## config.mk

```make
export PLATFORM = sky130hd
export DESIGN_NAME = ccp_channel
export DESIGN_NICKNAME = d
export VERILOG_FILES = /design/src/rtl/ccp_pkg.sv /design/src/rtl/ccp_sync.sv /design/src/rtl/ccp_capture.sv /design/src/rtl/ccp_compare.sv /design/src/rtl/ccp_flag.sv /design/src/rtl/ccp_channel.sv
export SDC_FILE = /design/constraint.sdc
export NUM_CORES = 1
export LEC_CHECK = 0
export BUFFER_PORTS_ARGS = -buffer_cell sky130_fd_sc_hd__buf_2
export CAP_MARGIN = 10
export CORE_UTILIZATION = 45
export CTS_CLUSTER_DIAMETER = 50
export DETAILED_ROUTE_END_ITERATION = 10
export PLACE_DENSITY = 0.76
export SKIP_CTS_REPAIR_TIMING = 1
export SLEW_MARGIN = 20
export SYNTH_ARGS = -nofsm -noshare
export SYNTH_HDL_FRONTEND = slang
export SYNTH_SLANG_ARGS = --single-unit
```

## constraint.sdc

```tcl
create_clock -name clk -period 5.7 [get_ports clk]
set_clock_uncertainty 0.1 [all_clocks]
set_input_delay 1.14 -clock clk [delete_from_list [all_inputs] [get_ports clk]]
set_output_delay 1.14 -clock clk [all_outputs]
set_load 0.03 [all_outputs]
```

## src/rtl/ccp_pkg.sv

```systemverilog
package ccp_pkg;

  typedef enum logic [1:0] {
    ACT_NONE   = 2'b00,
    ACT_TOGGLE = 2'b01,
    ACT_CLEAR  = 2'b10,
    ACT_SET    = 2'b11
  } act_e;

  typedef struct packed {
    logic       ie;
    logic [1:0] mode;
    act_e       act;
    logic       tov;
    logic       maxd;
  } cfg_t;

  localparam int CFG_W = $bits(cfg_t);

  // Level taken after a timer reset: opposite of the compare action.
  function automatic logic preset_lvl(act_e a);
    return (a == ACT_CLEAR);
  endfunction

endpackage

```

## src/rtl/ccp_sync.sv

```systemverilog
module ccp_sync #(
  parameter int STAGES = 2
) (
  input  logic clk,
  input  logic rst_n,
  input  logic din,
  output logic dout
);
  logic [STAGES-1:0] q;

  genvar i;
  generate
    for (i = 0; i < STAGES; i++) begin : g_stage
      logic d;
      if (i == 0) begin : g_first
        assign d = din;
      end else begin : g_rest
        assign d = q[i-1];
      end
      always_ff @(posedge clk or negedge rst_n) begin
        if (!rst_n) q[i] <= 1'b0;
        else        q[i] <= d;
      end
    end
  endgenerate

  assign dout = q[STAGES-1];
endmodule

```

## src/rtl/ccp_capture.sv

```systemverilog
module ccp_capture
  import ccp_pkg::*;
#(
  parameter int SYNC_STAGES = 2
) (
  input  logic clk,
  input  logic rst_n,
  input  logic enable,
  input  act_e edge_sel,
  input  logic pin_in,
  output logic cap_evt
);
  logic s_q, prev_q, rise, fall;

  ccp_sync #(.STAGES(SYNC_STAGES)) u_sync (
    .clk(clk), .rst_n(rst_n), .din(pin_in), .dout(s_q)
  );

  always_ff @(posedge clk or negedge rst_n) begin
    if (!rst_n) prev_q <= 1'b0;
    else        prev_q <= s_q;
  end

  assign rise = s_q & ~prev_q;
  assign fall = ~s_q & prev_q;

  always_comb begin
    case (edge_sel)
      ACT_TOGGLE: cap_evt = enable & rise;
      ACT_CLEAR:  cap_evt = enable & fall;
      ACT_SET:    cap_evt = enable & (rise | fall);
      default:    cap_evt = 1'b0;
    endcase
  end

  // a capture is only ever seen for an edge that was present one stage back
  p_cap_edge_r2: assert property (@(posedge clk) disable iff (!rst_n)
    cap_evt |-> (s_q != prev_q));
endmodule

```

## src/rtl/ccp_compare.sv

```systemverilog
module ccp_compare
  import ccp_pkg::*;
#(
  parameter int W = 16
) (
  input  logic         clk,
  input  logic         rst_n,
  input  logic         cmp_en,
  input  act_e         act,
  input  logic         tov,
  input  logic         max_req,
  input  logic [W-1:0] cnt,
  input  logic [W-1:0] mod_val,
  input  logic         tick,
  input  logic         wrap,
  input  logic         timer_rst,
  input  logic [W-1:0] cmp_val,
  output logic         match,
  output logic         level
);
  logic out_q, out_d, max_q, max_d, ovf, preset;

  assign ovf    = tick & wrap;
  assign preset = preset_lvl(act);
  assign match  = cmp_en & tick & (cnt == cmp_val) & (cmp_val <= mod_val);

  always_comb begin
    out_d = out_q;
    max_d = max_q;
    if (timer_rst) begin
      out_d = preset;
    end else if (cmp_en) begin
      if (ovf && tov) begin
        out_d = ~out_q;
      end else if (match) begin
        case (act)
          ACT_TOGGLE: out_d = ~out_q;
          ACT_CLEAR:  out_d = 1'b0;
          ACT_SET:    out_d = 1'b1;
          default:    out_d = out_q;
        endcase
      end
    end
    if (ovf) max_d = max_req;
  end

  always_ff @(posedge clk or negedge rst_n) begin
    if (!rst_n) begin
      out_q <= 1'b0;
      max_q <= 1'b0;
    end else begin
      out_q <= out_d;
      max_q <= max_d;
    end
  end

  assign level = max_q ? preset : out_q;

  p_ovf_toggle_r5: assert property (@(posedge clk) disable iff (!rst_n)
    (ovf && tov && cmp_en && !timer_rst) |=> (out_q == !$past(out_q)));

  p_ovf_wins_r6: assert property (@(posedge clk) disable iff (!rst_n)
    (ovf && tov && match && !timer_rst) |=> (out_q != $past(out_q)));

  p_max_period_r8: assert property (@(posedge clk) disable iff (!rst_n)
    !ovf |=> $stable(max_q));

  p_preset_r11: assert property (@(posedge clk) disable iff (!rst_n)
    timer_rst |=> (out_q == $past(act == ACT_CLEAR)));
endmodule

```

## src/rtl/ccp_flag.sv

```systemverilog
module ccp_flag (
  input  logic clk,
  input  logic rst_n,
  input  logic evt,
  input  logic rd_ctl,
  input  logic wr_ctl,
  input  logic wr_flag_bit,
  input  logic ie,
  input  logic dma_sel,
  output logic flag,
  output logic irq,
  output logic dma_req
);
  logic flag_q, flag_d, armed_q, armed_d;

  always_comb begin
    flag_d  = flag_q;
    armed_d = armed_q;
    if (evt)                                     flag_d = 1'b1;
    else if (wr_ctl && !wr_flag_bit && armed_q)  flag_d = 1'b0;
    if (wr_ctl)                 armed_d = 1'b0;
    else if (rd_ctl && flag_q)  armed_d = 1'b1;
  end

  always_ff @(posedge clk or negedge rst_n) begin
    if (!rst_n) begin
      flag_q  <= 1'b0;
      armed_q <= 1'b0;
    end else begin
      flag_q  <= flag_d;
      armed_q <= armed_d;
    end
  end

  assign flag    = flag_q;
  assign irq     = flag_q & ie & ~dma_sel;
  assign dma_req = flag_q & ie & dma_sel;

  p_evt_sets_r3: assert property (@(posedge clk) disable iff (!rst_n)
    evt |=> flag_q);

  p_clear_r9: assert property (@(posedge clk) disable iff (!rst_n)
    (wr_ctl && !wr_flag_bit && armed_q && !evt) |=> !flag_q);

  p_noclear_r9: assert property (@(posedge clk) disable iff (!rst_n)
    (flag_q && !armed_q) |=> flag_q);
endmodule

```

## src/rtl/ccp_channel.sv

```systemverilog
module ccp_channel
  import ccp_pkg::*;
#(
  parameter int W           = 16,
  parameter int SYNC_STAGES = 2
) (
  input  logic         clk,
  input  logic         rst_n,
  input  logic [W-1:0] tbase_count,
  input  logic [W-1:0] tbase_mod,
  input  logic         tbase_tick,
  input  logic         tbase_wrap,
  input  logic         tbase_rst,
  input  logic         ctl_wr,
  input  logic         ctl_rd,
  input  logic [7:0]   ctl_wdata,
  output logic [7:0]   ctl_rdata,
  input  logic         ch_wr,
  input  logic [W-1:0] ch_wdata,
  output logic [W-1:0] ch_rdata,
  input  logic         dma_sel,
  input  logic         pin_in,
  input  logic         port_val,
  output logic         pin_out,
  output logic         pin_drive,
  output logic         irq,
  output logic         dma_req
);
  cfg_t         cfg_q, cfg_d;
  logic [W-1:0] chreg_q, chreg_d;
  logic         cap_mode, cmp_mode, cap_evt, match, level, flag;

  assign cap_mode = (cfg_q.mode == 2'b00);
  assign cmp_mode = ~cap_mode;

  always_comb begin
    cfg_d = cfg_q;
    if (ctl_wr) cfg_d = cfg_t'(ctl_wdata[CFG_W-1:0]);
  end

  always_comb begin
    chreg_d = chreg_q;
    if (cap_evt)    chreg_d = tbase_count;
    else if (ch_wr) chreg_d = ch_wdata;
  end

  always_ff @(posedge clk or negedge rst_n) begin
    if (!rst_n) begin
      cfg_q   <= '0;
      chreg_q <= '0;
    end else begin
      cfg_q   <= cfg_d;
      chreg_q <= chreg_d;
    end
  end

  ccp_capture #(.SYNC_STAGES(SYNC_STAGES)) u_cap (
    .clk(clk), .rst_n(rst_n), .enable(cap_mode), .edge_sel(cfg_q.act),
    .pin_in(pin_in), .cap_evt(cap_evt)
  );

  ccp_compare #(.W(W)) u_cmp (
    .clk(clk), .rst_n(rst_n), .cmp_en(cmp_mode), .act(cfg_q.act),
    .tov(cfg_q.tov), .max_req(cfg_q.maxd), .cnt(tbase_count),
    .mod_val(tbase_mod), .tick(tbase_tick), .wrap(tbase_wrap),
    .timer_rst(tbase_rst), .cmp_val(chreg_q), .match(match), .level(level)
  );

  ccp_flag u_flag (
    .clk(clk), .rst_n(rst_n), .evt(cap_evt | match), .rd_ctl(ctl_rd),
    .wr_ctl(ctl_wr), .wr_flag_bit(ctl_wdata[7]), .ie(cfg_q.ie),
    .dma_sel(dma_sel), .flag(flag), .irq(irq), .dma_req(dma_req)
  );

  assign pin_drive = cmp_mode & (cfg_q.act != ACT_NONE);
  assign pin_out   = pin_drive ? level : port_val;
  assign ctl_rdata = {flag, cfg_q};
  assign ch_rdata  = chreg_q;

  p_cap_latch_r3: assert property (@(posedge clk) disable iff (!rst_n)
    cap_evt |=> (ch_rdata == $past(tbase_count)));

  p_no_match_above_mod_r7: assert property (@(posedge clk) disable iff (!rst_n)
    (cmp_mode && tbase_tick && (chreg_q > tbase_mod) && !ctl_wr && !ctl_rd && !cap_evt && !flag)
      |=> !ctl_rdata[7]);
endmodule

```

==> results of run 1 <==
==> logic make-up after synthesis <==
family	count (synthesis)
simple gates	49
compound gates	39
buf+inv	31
flops	30
mux	26
fa+ha+maj	18
xor+xnor	16
==> per-stage QoR <==
step / power, mW / util, % / instance area, sq um / hold slack (ns)
floorplan: 0.457 / - / 2000 / 0.231
global placement: 0.536 / 60.1 / 2490 / 0.233
CTS: 0.764 / 62.8 / 2600 / 0.249
global route: 0.806 / 62.8 / 2600 / 0.272
detailed placement: 0.544 / 60.1 / 2490 / 0.235
finish: 0.755 / 62.8 / 2600 / 0.248
==> cell type report <==
class                      instances  area, sq um  share of cell area, %
multi-input combinational        148         1120                   43.0
sequential                        30          751                   28.8
timing repair buffer              95          478                   18.4
inverter                          21         78.8                   3.03
tap                               50         62.6                   2.40
clock buffer                       6         82.6                   3.17
clock inverter                     1         30.0                   1.15
==> worst max path at each step <==
stage | startpoint | end | slack, ns | cells after the start
final | tbase_mod[14] | u_cmp.out_q$_DFFE_PN0P_ | 2.70 | 8
after CTS | tbase_mod[14] | u_cmp.out_q$_DFFE_PN0P_ | 2.70 | 8
after floorplan | tbase_mod[14] | u_cmp.out_q$_DFFE_PN0P_ | 2.60 | 7
after detailed placement | tbase_mod[1] | u_flag.flag$_DFFE_PN0P_ | 2.41 | 9
after global routing | tbase_mod[1] | u_flag.flag$_DFFE_PN0P_ | 2.60 | 9
after global placement | tbase_mod[1] | u_flag.flag$_DFFE_PN0P_ | 2.44 | 9
==> per-layer routing <==
metal	wire, um	track usage, %
met5	0	0
met3	216	4.77
met1	2100	26.9
met2	2340	35.3
met4	108	9.90
==> registers in the layout, summed over array words and instances, names as in the netlist <==
name	count
u_cmp.max_q	1
u_flag.armed_q	1
ctl_rdata	7
u_cmp.out_q	1
u_cap.u_sync.g_stage.d	1
u_cap.prev_q	1
u_flag.flag	1
ch_rdata	16
u_cap.u_sync.dout	1
==> worst max-delay path, delay by kind of cell <==
family / cells / cell delay, ns
adder cells (fa/ha/maj): 1 / 0.31
AO/OA/AOI/OAI: 1 / 0.09
AND/OR/NAND/NOR: 3 / 1.24
buffers and inverters: 2 / 0.11
multiplexers: 1 / 0.20
==> cells in the final DEF, fill, tap and decap left out <==
| master | count |
|---|---|
| inv_1 | 21 |
| buf_2 | 94 |
| a21o_1 | 1 |
| and3_1 | 1 |
| ha_1 | 18 |
| nand2_1 | 24 |
| mux2_2 | 7 |
| nor3_1 | 1 |
| o211ai_2 | 1 |
| or4_2 | 1 |
| nand4_2 | 1 |
| a21oi_2 | 1 |
| a2111oi_0 | 1 |
| dfrtp_1 | 30 |
| or4_4 | 2 |
| a41oi_1 | 1 |
| o21ai_0 | 20 |
| nor2_1 | 3 |
| a211o_1 | 1 |
| bufinv_16 | 1 |
| nor2b_1 | 1 |
| clkbuf_8 | 6 |
| a21oi_1 | 8 |
| nand3b_1 | 1 |
| o211ai_1 | 2 |
| a22o_1 | 1 |
| nand4_1 | 4 |
| nand3_1 | 5 |
| a211oi_1 | 2 |
| mux2i_1 | 19 |
| buf_4 | 1 |
| nor4_1 | 3 |
| or3_1 | 1 |
| xor2_1 | 15 |
| xnor2_1 | 1 |
| or2_2 | 1 |
==> report_power, final <==
part,internal [mW],total (mW),switching (mW)
Sequential,0.245,0.283,0.0378
Combinational,0.100,0.256,0.156
Clock,0.140,0.215,0.0757
Total,0.485,0.755,0.270
==> impl_metrics.json, run 1 <==
{
  "max_slew_margin_pct": 56.1,
  "grt-ovfl-total": 0,
  "htreeDepth": 2,
  "synth_compound_area_share_pct": 11.5,
  "worstReg2RegEnd": "u_cmp.out_q$_DFFE_PN0P_",
  "yosysWarnings": 0,
  "gp_congestion": 0.830,
  "dp_cells": 344,
  "r2r_cells": 6,
  "start_util_pct": 48.2,
  "min_path_cells": 0,
  "post-place-ws_ns": 2.41,
  "worstPathArrival_ns": 3.10,
  "post-route-min-period_ns": 3.00,
  "yosysTopAreaCell": "dfrtp_1",
  "syn_area_per_cell_sq_um": 9.56,
  "nFillCells": 398,
  "antenna_found_initial": 0,
  "synth_ff_type": "dfrtp_1",
  "ir_drop_v": 0.000146,
  "layout.nets": 386,
  "wl_per_cell_um": 13.6,
  "yosys_register_bits": 30,
  "drv_slew": 0,
  "required_ns": 5.80,
  "place_hpwl_um": 3800,
  "grt_max_degree": 34,
  "synth-simple-area-share_pct": 12.6,
  "seq_area_frac_synth_pct": 37.6,
  "drt-total-wl_um": 4760,
  "synth.top_cells.by_count": "30 x dfrtp_1, 24 x nand2_1, 21 x inv_1, 20 x o21ai_0, 19 x mux2i_1",
  "die_area_sq_um": 4710,
  "synth_top_family_by_area": "multiplexers",
  "worst_slack_ns": 2.70,
  "tightest_slew_ns": 0.659,
  "endpoint_kind": "flop",
  "synth.most_common_cell": "dfrtp_1",
  "powerDensity_nw_per_um2": 290,
  "port_buffers": 94,
  "synthXorXnorAreaFrac_pct": 7.01,
  "viasPerCell": 5.11,
  "cts_tree": "done",
  "finalCritPeriodShare_pct": 52.6,
  "grt_pass1_vias": 1578,
  "design.core.area_sq_um": 4140,
  "clkTransAtPathRegs_ns": 0.06,
  "fin_cells": 351,
  "rsz0062_at_grt": "no",
  "ys_types": 33,
  "remaining_drc_errors": 0,
  "synthCells": 209,
  "track_usage_pct": 21.6,
  "synth_area_leaders": "dfrtp_1 38%, ha_1 11%, mux2i_1 9.5%",
  "die_width_um": 68.6,
  "maxCapViolations": 0,
  "worstHoldPathType": "flop to flop",
  "n_antenna_cell": 0,
  "worstHoldStart": "u_cap.u_sync.g_stage[1].d$_DFF_PN0_",
  "r2r_start": "ch_rdata[14]$_DFFE_PN0P_",
  "grt_pass1_wl_um": 7190,
  "antenna_left": 0,
  "critPathMostFrequentCell": "or4_4",
  "synth_mux_area_share_pct": 13.5,
  "async_flop_share_pct": 100,
  "slowest_delay_ns": 0.56,
  "dr.pass1.iters": 4,
  "clk_path_buf_depth": 2,
  "r2r_slack_ns": 3.21,
  "worstPathMaxFanout": 4,
  "cp_slowest_cell": "or4_4",
  "setup_violations": 0,
  "synth_top_area_share_pct": 37.6,
  "ios": 95,
  "hold_violations": 0,
  "synth-edff-count": 0,
  "clockRootBuffer": "clkbuf_8",
  "crit_chain": "buf_2 > inv_1 > ha_1 > nand4_2 > or4_4 > or4_4 > o211ai_2 > mux2i_1",
  "synthToLayoutAreaGrowth_pct": 30.2,
  "die_h_um": 68.6,
  "vias": 1793,
  "yosys.area_share.adder_pct": 11.3,
  "drt_iter0_markers": 61,
  "min_to": "u_cap.u_sync.dout$_DFF_PN0_",
  "power.leakage_nw": 1.38,
  "tns_ns": 0,
  "numClockSinks": 30,
  "max_freq_mhz": 333,
  "netlist_area_sq_um": 2000,
  "layout-drive-gt1-share_pct": 38.5,
  "rows": 23,
  "clk_latency_ns": 0.28,
  "synth_nets": 294,
  "worstSetupStartpointType": "input pin",
  "numCtsBuffers": 5,
  "status": "finished, final reports clean",
  "path_class": "input pin to flop"
}
(Power assumes the default switching activity.)
==> run 2, diff against run 1 <==
--- a/config.mk
+++ b/config.mk
@@ -7,10 +7,10 @@
 export LEC_CHECK = 0
 export BUFFER_PORTS_ARGS = -buffer_cell sky130_fd_sc_hd__buf_2
 export CAP_MARGIN = 10
-export CORE_UTILIZATION = 45
+export CORE_UTILIZATION = 42
 export CTS_CLUSTER_DIAMETER = 50
 export DETAILED_ROUTE_END_ITERATION = 10
-export PLACE_DENSITY = 0.76
+export PLACE_DENSITY = 0.74
 export SKIP_CTS_REPAIR_TIMING = 1
 export SLEW_MARGIN = 20
 export SYNTH_ARGS = -nofsm -noshare
==> constraint.sdc (replaced) <==
create_clock -name clk -period 2.5 [get_ports clk]
set_clock_uncertainty 0.1 [all_clocks]
set_input_delay 0.5 -clock clk [delete_from_list [all_inputs] [get_ports clk]]
set_output_delay 0.5 -clock clk [all_outputs]
set_load 0.03 [all_outputs]
==> run 2 against run 1 <==
  * Combinational power rose to 2.5 times the previous value
  * Non-clock buffer count rose by 9
  * Largest power group is now combinational cells
  * Die area grew 6.9%
  * Global-route usage decreased by 1.8 points
  * Sequential power rose by 130%
  * Wire length grew 0.86%
  * Cell count up 3.4%
  * Sequential share of layout area shrank 1.2 points
  * Worst setup slack lost 2.6 ns
  * Register-to-register slack lost 3.1 ns
==> impl_metrics.json, run 2 (synthesized netlist as in run 1, its figures left out) <==
{
  "status": "finished, final reports clean",
  "die_area_sq_um": 5040,
  "endpoint_kind": "flop",
  "wl_per_cell_um": 13.2,
  "powerDensity_nw_per_um2": 623,
  "tightest_slew_ns": 0.670,
  "grt_max_degree": 31,
  "dp_cells": 349,
  "layout_commonest_cell": "buf_2",
  "htreeDepth": 2,
  "cts_tree": "done",
  "worstHoldPathType": "input pin to asynchronous set/reset pin",
  "clkTransAtPathRegs_ns": 0.06,
  "path_class": "flop to flop",
  "vias": 1837,
  "power.leakage_nw": 1.41,
  "post-route-min-period_ns": 2.41,
  "maxCapViolations": 0,
  "die_h_um": 71.0,
  "layout.nets": 395,
  "design.core.area_sq_um": 4470,
  "whs_ns": 0.149,
  "drt_iter0_markers": 66,
  "grt-ovfl-total": 0,
  "gp_congestion": 0.840,
  "largest_register_ffs": 16,
  "fin_cells": 363,
  "clk_path_buf_depth": 2,
  "remaining_drc_errors": 0,
  "worst_slack_ns": 0.0875,
  "viasPerCell": 5.06,
  "numCtsBuffers": 5,
  "setup_violations": 0,
  "clockRootBuffer": "clkbuf_8",
  "required_ns": 2.61,
  "clk_latency_ns": 0.28,
  "port_buffers": 94,
  "worstPathMaxFanout": 4,
  "n_antenna_cell": 0,
  "dr.pass1.iters": 7,
  "numClockSinks": 30,
  "grt_pass1_vias": 1724,
  "tns_ns": 0,
  "rows": 24,
  "worstPathArrival_ns": 2.52,
  "synthToLayoutAreaGrowth_pct": 36.0,
  "grt_pass1_wl_um": 7630,
  "die_width_um": 71.0,
  "antenna_found_initial": 0,
  "layout-drive-gt1-share_pct": 42.8,
  "drt-total-wl_um": 4810,
  "max_slew_margin_pct": 55.3,
  "max_freq_mhz": 415,
  "start_util_pct": 44.7,
  "finalCritPeriodShare_pct": 96.5,
  "place_hpwl_um": 3780,
  "track_usage_pct": 19.7,
  "final_cell_mix": "94 x buf_2, 29 x dfrtp_1, 24 x nand2_1, 21 x inv_1, 20 x o21ai_0",
  "ios": 95,
  "post-place-ws_ns": -0.130,
  "ir_drop_v": 0.000430,
  "drv_slew": 0,
  "antenna_left": 0,
  "worstSetupStartpointType": "flop",
  "hold_violations": 0
}
-- run 2: cell count changes in the layout (fill, tap and decap cells not counted), sizes merged --
cell and change:
buf +9, bufinv -1, clkinv +1, clkinvlp +1
-- run 2: routing by layer --
metal	wire, um	vias to the layer above	part of all wire [%]	track usage, %
li1	-	932	-	-
met1	2060	842	43	24.5
met2	2440	51	51	34.0
met3	213	12	4.4	3.28
met4	92	0	1.9	8.44
met5	0	-	0	0
-- run 2: worst max-delay path, cell delays in order (launching register included) --
cell	delay (ns)
dfrtp_2	0.45
ha_4	0.30
nand4_2	0.11
or4_4	0.55
or4_4	0.52
o211ai_2	0.10
mux2i_1	0.20
-- run 2: through the flow --
stage	utilization, %	area [sq um]	total power, mW
finish	60.7	2720	1.69
global route	60.7	2720	1.80
CTS	58.4	2610	1.66
detailed placement	56.2	2520	1.25
global placement	56.2	2520	1.23
floorplan	-	2000	1.04
-- run 2: power by group --
group	internal, mW	switching (mW)
clock network	0.221	0.186
registers	0.560	0.0820
logic	0.272	0.373
-- run 2: final timing paths --
check / start / end / slack [ns] / cells past startpoint
min reg2reg: u_cap.u_sync.g_stage[1].d$_DFF_PN0_ / u_cap.u_sync.dout$_DFF_PN0_ / 0.27 / 0
max in group asynchronous: rst_n / ch_rdata[14]$_DFFE_PN0P_ / 1.67 / 1
max: ch_rdata[14]$_DFFE_PN0P_ / u_cmp.out_q$_DFFE_PN0P_ / 0.09 / 6
min: rst_n / ch_rdata[6]$_DFFE_PN0P_ / 0.15 / 1
min in group clk: pin_in / u_cap.u_sync.g_stage[1].d$_DFF_PN0_ / 0.22 / 1
max reg2reg: ch_rdata[14]$_DFFE_PN0P_ / u_cmp.out_q$_DFFE_PN0P_ / 0.09 / 6
-- run 2: cell type report --
class | instances | area, sq um
inverters | 21 | 78.8
flip-flops and latches | 30 | 752
repair buffers | 104 | 546
multi-input cells | 148 | 1180
clock buffers | 6 | 82.6
fillers | 400 | 1760
clock inverters | 2 | 12.5
well taps | 52 | 65.1
==> run 3, diff against run 2 <==
--- a/config.mk
+++ b/config.mk
@@ -7,9 +7,11 @@
 export LEC_CHECK = 0
 export BUFFER_PORTS_ARGS = -buffer_cell sky130_fd_sc_hd__buf_2
 export CAP_MARGIN = 10
+export CORE_ASPECT_RATIO = 1.1
 export CORE_UTILIZATION = 42
 export CTS_CLUSTER_DIAMETER = 50
 export DETAILED_ROUTE_END_ITERATION = 10
+export HOLD_SLACK_MARGIN = 0.12
 export PLACE_DENSITY = 0.74
 export SKIP_CTS_REPAIR_TIMING = 1
 export SLEW_MARGIN = 20
==> run 3 against run 2 <==
  * First-iteration DRC count down 20%
  * Cell count stayed put
  * Utilization down 0.65 points
==> impl_metrics.json, run 3 (synthesized netlist as in run 1, its figures left out) <==
{
  "clkTransAtPathRegs_ns": 0.07,
  "status": "finished, final reports clean",
  "tns_ns": 0,
  "drv_slew": 0,
  "antenna_left": 0,
  "whs_ns": 0.158,
  "dp_cells": 351,
  "fin_cells": 363,
  "cp.buffers_inverters": 0,
  "clockRootBuffer": "clkbuf_8",
  "grt_pass1_vias": 1731,
  "path_class": "flop to flop",
  "rows": 25,
  "antenna_found_initial": 0,
  "n_antenna_cell": 0,
  "finalInstanceArea_sq_um": 2670,
  "required_ns": 2.59,
  "setup_violations": 0,
  "wl_per_cell_um": 13.6,
  "finalCritPeriodShare_pct": 97.9,
  "grt_pass1_wl_um": 7530,
  "post-place-ws_ns": -0.157,
  "worstPathMaxFanout": 4,
  "worstSetupStartpointType": "flop",
  "final_cell_mix": "94 x buf_2, 29 x dfrtp_1, 24 x nand2_1, 21 x inv_1, 20 x o21ai_0",
  "hold_violations": 0,
  "tightest_slew_ns": 0.670,
  "numCtsBuffers": 5,
  "vias": 1840,
  "placed_area_sq_um": 2520,
  "powerDensity_nw_per_um2": 628,
  "synthToLayoutAreaGrowth_pct": 33.6,
  "max_freq_mhz": 409,
  "place_hpwl_um": 3810,
  "rsz0062_at_grt": "no",
  "grt_max_degree": 34,
  "ir_drop_v": 0.000384,
  "post-route-min-period_ns": 2.45,
  "clk_latency_ns": 0.27,
  "remaining_drc_errors": 0,
  "layout_commonest_cell": "buf_2",
  "die_h_um": 74.3,
  "critPathMostFrequentCell": "or4_4",
  "cp_slowest_cell": "or4_4",
  "power.leakage_nw": 1.40,
  "gp_congestion": 0.792,
  "crit_chain": "ha_1 > nand4_2 > or4_4 > or4_4 > o211ai_2 > mux2i_1",
  "start_util_pct": 45.0,
  "endpoint_kind": "flop",
  "htreeDepth": 2,
  "max_slew_margin_pct": 55.4,
  "ios": 95,
  "maxCapViolations": 0,
  "cts_tree": "done",
  "grt-ovfl-total": 0,
  "numClockSinks": 30,
  "layout.nets": 393,
  "viasPerCell": 5.07,
  "layout-drive-gt1-share_pct": 41.1,
  "drt_iter0_markers": 53,
  "die_width_um": 67.8,
  "worst_slack_ns": 0.0531,
  "cp_top_family": "simple AND/OR/NAND/NOR gates",
  "die_area_sq_um": 5040,
  "port_buffers": 94,
  "largest_register_ffs": 16,
  "dr.pass1.iters": 4,
  "worstPathArrival_ns": 2.54,
  "track_usage_pct": 19.9,
  "drt-total-wl_um": 4930,
  "design.core.area_sq_um": 4440,
  "worstHoldPathType": "input pin to asynchronous set/reset pin",
  "clk_path_buf_depth": 2,
  "slowest_delay_ns": 0.56
}
-- run 3: worst paths after layout --
path / to / slack [ns] / from / cells after the start
max: u_cmp.out_q$_DFFE_PN0P_ / 0.05 / ch_rdata[12]$_DFFE_PN0P_ / 6
min: u_cmp.max_q$_DFFE_PN0P_ / 0.16 / rst_n / 1
max reg2reg: u_cmp.out_q$_DFFE_PN0P_ / 0.05 / ch_rdata[12]$_DFFE_PN0P_ / 6
min reg2reg: u_cap.u_sync.dout$_DFF_PN0_ / 0.26 / u_cap.u_sync.g_stage[1].d$_DFF_PN0_ / 0
max in group asynchronous: ch_rdata[14]$_DFFE_PN0P_ / 1.67 / rst_n / 1
min in group clk: u_cap.u_sync.g_stage[1].d$_DFF_PN0_ / 0.23 / pin_in / 1
-- run 3: power by group --
group          total, mW  internal, mW  switching [mW]
clock              0.402         0.221           0.181
sequential         0.641         0.560          0.0815
combinational      0.633         0.258           0.375
-- run 3: area by class of cell --
class | count | area (sq um)
fill | 405 | 1770
inverter | 21 | 78.8
multi-input combinational | 148 | 1140
timing repair buffer | 102 | 531
clock inverter | 2 | 12.5
sequential | 30 | 752
clock buffer | 6 | 82.6
tap | 54 | 67.6
-- run 3: routing by layer --
metal  track usage [%]  part of all wire [%]
met1              25.7                    44
met2              34.5                    51
met3              2.91                   5.0
met4              4.96                  0.47
met5                 0                     0
-- run 3: per-stage QoR --
step | power (mW) | util [%]
finish | 1.68 | 60.1
global route | 1.78 | 60.1
CTS | 1.66 | 58.8
detailed placement | 1.25 | 56.7
global placement | 1.24 | 56.7
floorplan | 1.04 | -
